## config.mk

```make
export PLATFORM = sky130hd
export DESIGN_NAME = rx_sync_ctrl
export DESIGN_NICKNAME = d
export VERILOG_FILES = /design/src/rtl/rx_sync_pkg.sv /design/src/rtl/rx_sync_kcnt.sv /design/src/rtl/rx_sync_sysref.sv /design/src/rtl/rx_sync_ctrl.sv
export SDC_FILE = /design/constraint.sdc
export NUM_CORES = 1
export LEC_CHECK = 0
export BUFFER_PORTS_ARGS = -buffer_cell sky130_fd_sc_hd__buf_2
export CELL_PAD_IN_SITES_DETAIL_PLACEMENT = 1
export CELL_PAD_IN_SITES_GLOBAL_PLACEMENT = 2
export CORE_UTILIZATION = 36
export CTS_BUF_LIST = sky130_fd_sc_hd__clkbuf_8
export DETAILED_ROUTE_END_ITERATION = 6
export HOLD_SLACK_MARGIN = 0.03
export PLACE_DENSITY = 0.95
export SLEW_MARGIN = 20
export SYNTH_ARGS = -nofsm -noshare
export SYNTH_HDL_FRONTEND = slang
export SYNTH_SLANG_ARGS = --single-unit
```

## constraint.sdc

```tcl
create_clock -name clk -period 2.5 [get_ports clk]
set_input_delay 0.5 -clock clk [delete_from_list [all_inputs] [get_ports clk]]
set_output_delay 0.5 -clock clk [all_outputs]
set_load 0.01 [all_outputs]
```

## src/rtl/rx_sync_pkg.sv

```systemverilog
package rx_sync_pkg;

    typedef enum logic [3:0] {
        ST_RESET   = 4'b0001,
        ST_WAIT_K  = 4'b0010,
        ST_WAIT_SR = 4'b0100,
        ST_SYNCED  = 4'b1000
    } sync_state_e;

    typedef struct packed {
        sync_state_e state;
        logic        sync_n;
        logic        irq;
    } ctrl_regs_t;

    typedef struct packed {
        logic meta;
        logic sync;
        logic prev;
        logic seen;
    } sr_regs_t;

endpackage

```

## src/rtl/rx_sync_kcnt.sv

```systemverilog
module rx_sync_kcnt #(
    parameter int LANES    = 4,
    parameter int K_THRESH = 4
) (
    input  logic             clk,
    input  logic             rst_n,
    input  logic             count_en,
    input  logic [LANES-1:0] lane_en,
    input  logic [LANES-1:0] k_flag,
    output logic             all_done
);
    localparam int CW = $clog2(K_THRESH + 1);
    localparam logic [CW-1:0] K_MAX = CW'(K_THRESH);

    logic [LANES-1:0] lane_ok;

    for (genvar g = 0; g < LANES; g++) begin : g_lane
        logic [CW-1:0] cnt_d, cnt_q;

        always_comb begin
            cnt_d = cnt_q;
            if (!count_en || !k_flag[g]) begin
                cnt_d = '0;
            end else if (cnt_q != K_MAX) begin
                cnt_d = cnt_q + 1'b1;
            end
        end

        always_ff @(posedge clk or negedge rst_n) begin
            if (!rst_n) cnt_q <= '0;
            else        cnt_q <= cnt_d;
        end

        assign lane_ok[g] = (cnt_q == K_MAX) || !lane_en[g];
    end

    assign all_done = &lane_ok;

endmodule

```

## src/rtl/rx_sync_sysref.sv

```systemverilog
module rx_sync_sysref
    import rx_sync_pkg::*;
(
    input  logic clk,
    input  logic rst_n,
    input  logic sysref_i,
    output logic seen_o
);
    sr_regs_t r_d, r_q;

    always_comb begin
        r_d      = r_q;
        r_d.meta = sysref_i;
        r_d.sync = r_q.meta;
        r_d.prev = r_q.sync;
        if (r_q.sync && !r_q.prev) begin
            r_d.seen = 1'b1;
        end
    end

    always_ff @(posedge clk or negedge rst_n) begin
        if (!rst_n) r_q <= '0;
        else        r_q <= r_d;
    end

    assign seen_o = r_q.seen;

endmodule

```

## src/rtl/rx_sync_ctrl.sv

```systemverilog
module rx_sync_ctrl
    import rx_sync_pkg::*;
#(
    parameter int LANES    = 4,
    parameter int K_THRESH = 4,
    parameter int ERR_W    = 4
) (
    input  logic             clk,
    input  logic             rst_n,
    input  logic [1:0]       subclass_i,
    input  logic [LANES-1:0] lane_en_i,
    input  logic [LANES-1:0] k_flag_i,
    input  logic             sysref_i,
    input  logic [ERR_W-1:0] err_i,
    input  logic             resync_i,
    input  logic             irq_clr_i,
    output logic             sync_n_o,
    output logic             irq_o,
    output logic [3:0]       state_o
);
    ctrl_regs_t c_d, c_q;
    logic       k_done;
    logic       sr_seen;
    logic       count_en;
    logic       need_sr;

    assign count_en = (c_q.state == ST_WAIT_K) && !resync_i;
    assign need_sr  = (subclass_i != 2'd0);

    rx_sync_kcnt #(
        .LANES    (LANES),
        .K_THRESH (K_THRESH)
    ) u_kcnt (
        .clk      (clk),
        .rst_n    (rst_n),
        .count_en (count_en),
        .lane_en  (lane_en_i),
        .k_flag   (k_flag_i),
        .all_done (k_done)
    );

    rx_sync_sysref u_sysref (
        .clk      (clk),
        .rst_n    (rst_n),
        .sysref_i (sysref_i),
        .seen_o   (sr_seen)
    );

    always_comb begin
        c_d = c_q;
        unique case (c_q.state)
            ST_RESET: begin
                c_d.state = ST_WAIT_K;
            end
            ST_WAIT_K: begin
                if (!resync_i && k_done) begin
                    c_d.state = (!need_sr || sr_seen) ? ST_SYNCED : ST_WAIT_SR;
                end
            end
            ST_WAIT_SR: begin
                if (resync_i)     c_d.state = ST_WAIT_K;
                else if (sr_seen) c_d.state = ST_SYNCED;
            end
            ST_SYNCED: begin
                if (resync_i) c_d.state = ST_WAIT_K;
            end
            default: begin
                c_d.state = ST_RESET;
            end
        endcase
        c_d.sync_n = (c_d.state == ST_SYNCED);
        c_d.irq    = (|err_i) || (c_q.irq && !irq_clr_i);
    end

    always_ff @(posedge clk or negedge rst_n) begin
        if (!rst_n) c_q <= '{state: ST_RESET, sync_n: 1'b0, irq: 1'b0};
        else        c_q <= c_d;
    end

    assign sync_n_o = c_q.sync_n;
    assign irq_o    = c_q.irq;
    assign state_o  = c_q.state;

endmodule

```

==> summary.txt <==
RD Place Congestion - 0.753
Final Util - 46.3%
Lkg Pwr - 0.603 nW
Syn avg cell area - 9.53 sq um
Routed Antenna Nets - 0
Skew final - 0.00118 ns
Via-to-Cell Ratio - 5.15
CP startpoint kind - register
Largest net degree at the start of global routing - 23
Overall Global Routing Usage - 17.6%
Crit path cell chain - inv_1, ha_1, nand2_1, a221oi_1, nand3_1, o21ai_0
Antenna violations before repair - 0
Die W - 57.2 microns
Number of core rows - 19
Synth Cell Area - 1100 sq um
Vias - 896
Worst-path clk slew - 0.08 ns
Hpwl dp - 1870 microns
Design area - 1310 sq um
Synthesis Warnings - 0
Ranking of synthesized cells by area - dfrtp_1, ha_1, nand2_1
Mapped Cells - 115
Crit path required time - 2.67 ns
Fmax - 0.565 GHz
IO buf count - 24
Library cells used by synthesis - 27
# resized after CTS - 0
TritonCTS Buffers - 3
Worst-Margin Slew - 0.498 ns
Diodes inserted - 0
Detailed Route WL - 2490 microns
Worst R2R Path Depth - 6
H-tree depth - 1
Core area - 2830 sq um
Number of global-route vias before repair - 988
Yosys reg bits - 22
Fin. Hold Viols - 0
Post-synth top area share - 47.9%
Crit path max-delay family - compound AO/OA/AOI/OAI gates
Crit-path slowest cell - a221oi_1
VDD IR max - 383 uV
Commonest cells after routing, fill and taps aside - buf_2, dfrtp_1, nor2_1, nand2_1, inv_1
Final min period - 1.77 ns
Bufs on Longest Clock Path - 2
CTS sink cnt - 22
Initial Util - 38.7%
DR pass1 iterations - 6
Die Ht - 57.2 microns
Type of the worst min-delay path - in2async
Hold-fix buffer count after cts - 0
Relative slew slack - 66.8%
Final setup violation count - 0
CP Max Fanout - 3
RSZ-0062 raised after global routing - false
DIE AREA - 3270 sq um
Commonest non-fill, non-tap cell in the layout - buf_2
Syn_nets - 142
Initial DRC Count - 19
Grt ovf - 0
# Post-CTS Setup Buffers - 0
Failing checks - design-rule violations
Nets@finish - 171
Clk_lat worst skew - 0.26 ns
Boundary pin count - 25
TritonCTS clock tree - yes
First-pass GRT wire length - 4420 microns
Crit path largest cell delay - 0.47 ns
Pwr Density - 705 nW/um^2
Layout cells sized above 1 - 21.7%
Clock tree root driver cell - clkbuf_8
Area grow syn2layout - 19.5%
Kind of critical path - reg2reg
Crit path DAT - 1.94 ns
Crit share post-route - 70.8%
Register area share after synthesis - 50.3%
Max-slew violation count - 0
Endpoint type of the worst setup path - register
Max cap viols - 0
DP Area - 1250 sq um
Setup TNS - 0 ns
Critical Path Stages - 6
Status - finished, violations left
Cell taking the most area after synthesis - dfrtp_1
Worst path bufs/invs - 1
WL/cell - 14.3 microns
DRC - 4
[synthesized netlist by cell type]
cell type / instances
a21o_1: 1
a21oi_1: 7
a221oi_1: 1
a22oi_1: 1
a2bb2oi_1: 1
dfrtp_1: 21
dfstp_2: 1
ha_1: 8
inv_1: 11
mux2i_1: 1
nand2_1: 16
nand2b_1: 1
nand3_1: 5
nand4_1: 1
nor2_1: 16
nor2_4: 1
nor2b_1: 3
nor3_1: 4
nor4_1: 1
o21ai_0: 3
o21bai_1: 1
o31ai_1: 1
o32a_1: 1
or3_1: 1
or4_1: 1
or4b_4: 1
xnor2_1: 5
[final timing paths]
path | from | end | slack, ns
min | rst_n | u_kcnt.g_lane[0].cnt_q[0] | 0.19
min reg2reg | u_sysref.r_d[2] | u_sysref.r_d[1] | 0.37
max reg2reg | u_kcnt.g_lane[1].cnt_q[0] | state_o[3] | 0.73
min in group clk | sysref_i | u_sysref.r_d[2] | 0.34
max | u_kcnt.g_lane[1].cnt_q[0] | state_o[3] | 0.73
max in group asynchronous | rst_n | state_o[0] | 1.95
[cells by family (layout without fill, tap and decap cells)]
kind of cell | count (synthesis) | count (layout) | share of synthesized area, %
fa+ha+maj | 8 | 8 | 9.13
buf+inv | 11 | 39 | 3.77
simple gates | 51 | 51 | 22.0
mux | 1 | 1 | 0.913
flops | 22 | 22 | 50.3
compound gates | 17 | 17 | 9.82
xor+xnor | 5 | 5 | 4.00
[layout make-up]
type	count	area, sq um
Inverter	11	41.3
Multi-Input combinational cell	82	503
Fill cell	346	1520
Timing Repair Buffer	24	120
Clock buffer	4	55.1
Tap cell	31	38.8
Sequential cell	22	552
[registers in the layout, summed over array words and instances (netlist names)]
register	flops
u_sysref.r_q	1
irq_o	1
u_kcnt.g_lane.cnt_q	12
u_sysref.seen_o	1
sync_n_o	1
u_sysref.r_d	2
state_o	4
[metal layers]
layer | wire length, microns | up-vias | global-route usage (%)
met4 | 41 | 0 | 6.27
met5 | 0 | - | 0
li1 | - | 438 | -
met1 | 1100 | 435 | 21.8
met3 | 71 | 5 | 2.04
met2 | 1280 | 18 | 31.8
[metrics by stage]
stage | total power [mW] | setup slack [ns] | hold slack [ns] | instances
after floorplan | 0.587 | 1.04 | 0.204 | 115
after global placement | 0.654 | 0.928 | 0.340 | 170
after detailed placement | 0.669 | 0.790 | 0.347 | 170
after CTS | 0.936 | 0.721 | 0.204 | 174
after global routing | 0.979 | 0.562 | 0.225 | 174
final | 0.923 | 0.730 | 0.188 | 174
[power breakdown]
| part | leakage [nW] | internal [mW] | switching [mW] |
|---|---|---|---|
| logic | 0.291 | 0.106 | 0.113 |
| registers | 0.284 | 0.393 | 0.0517 |
| clock network | 0.0288 | 0.141 | 0.119 |
| total | 0.603 | 0.639 | 0.284 |
Power figures use the tool's default switching activity.
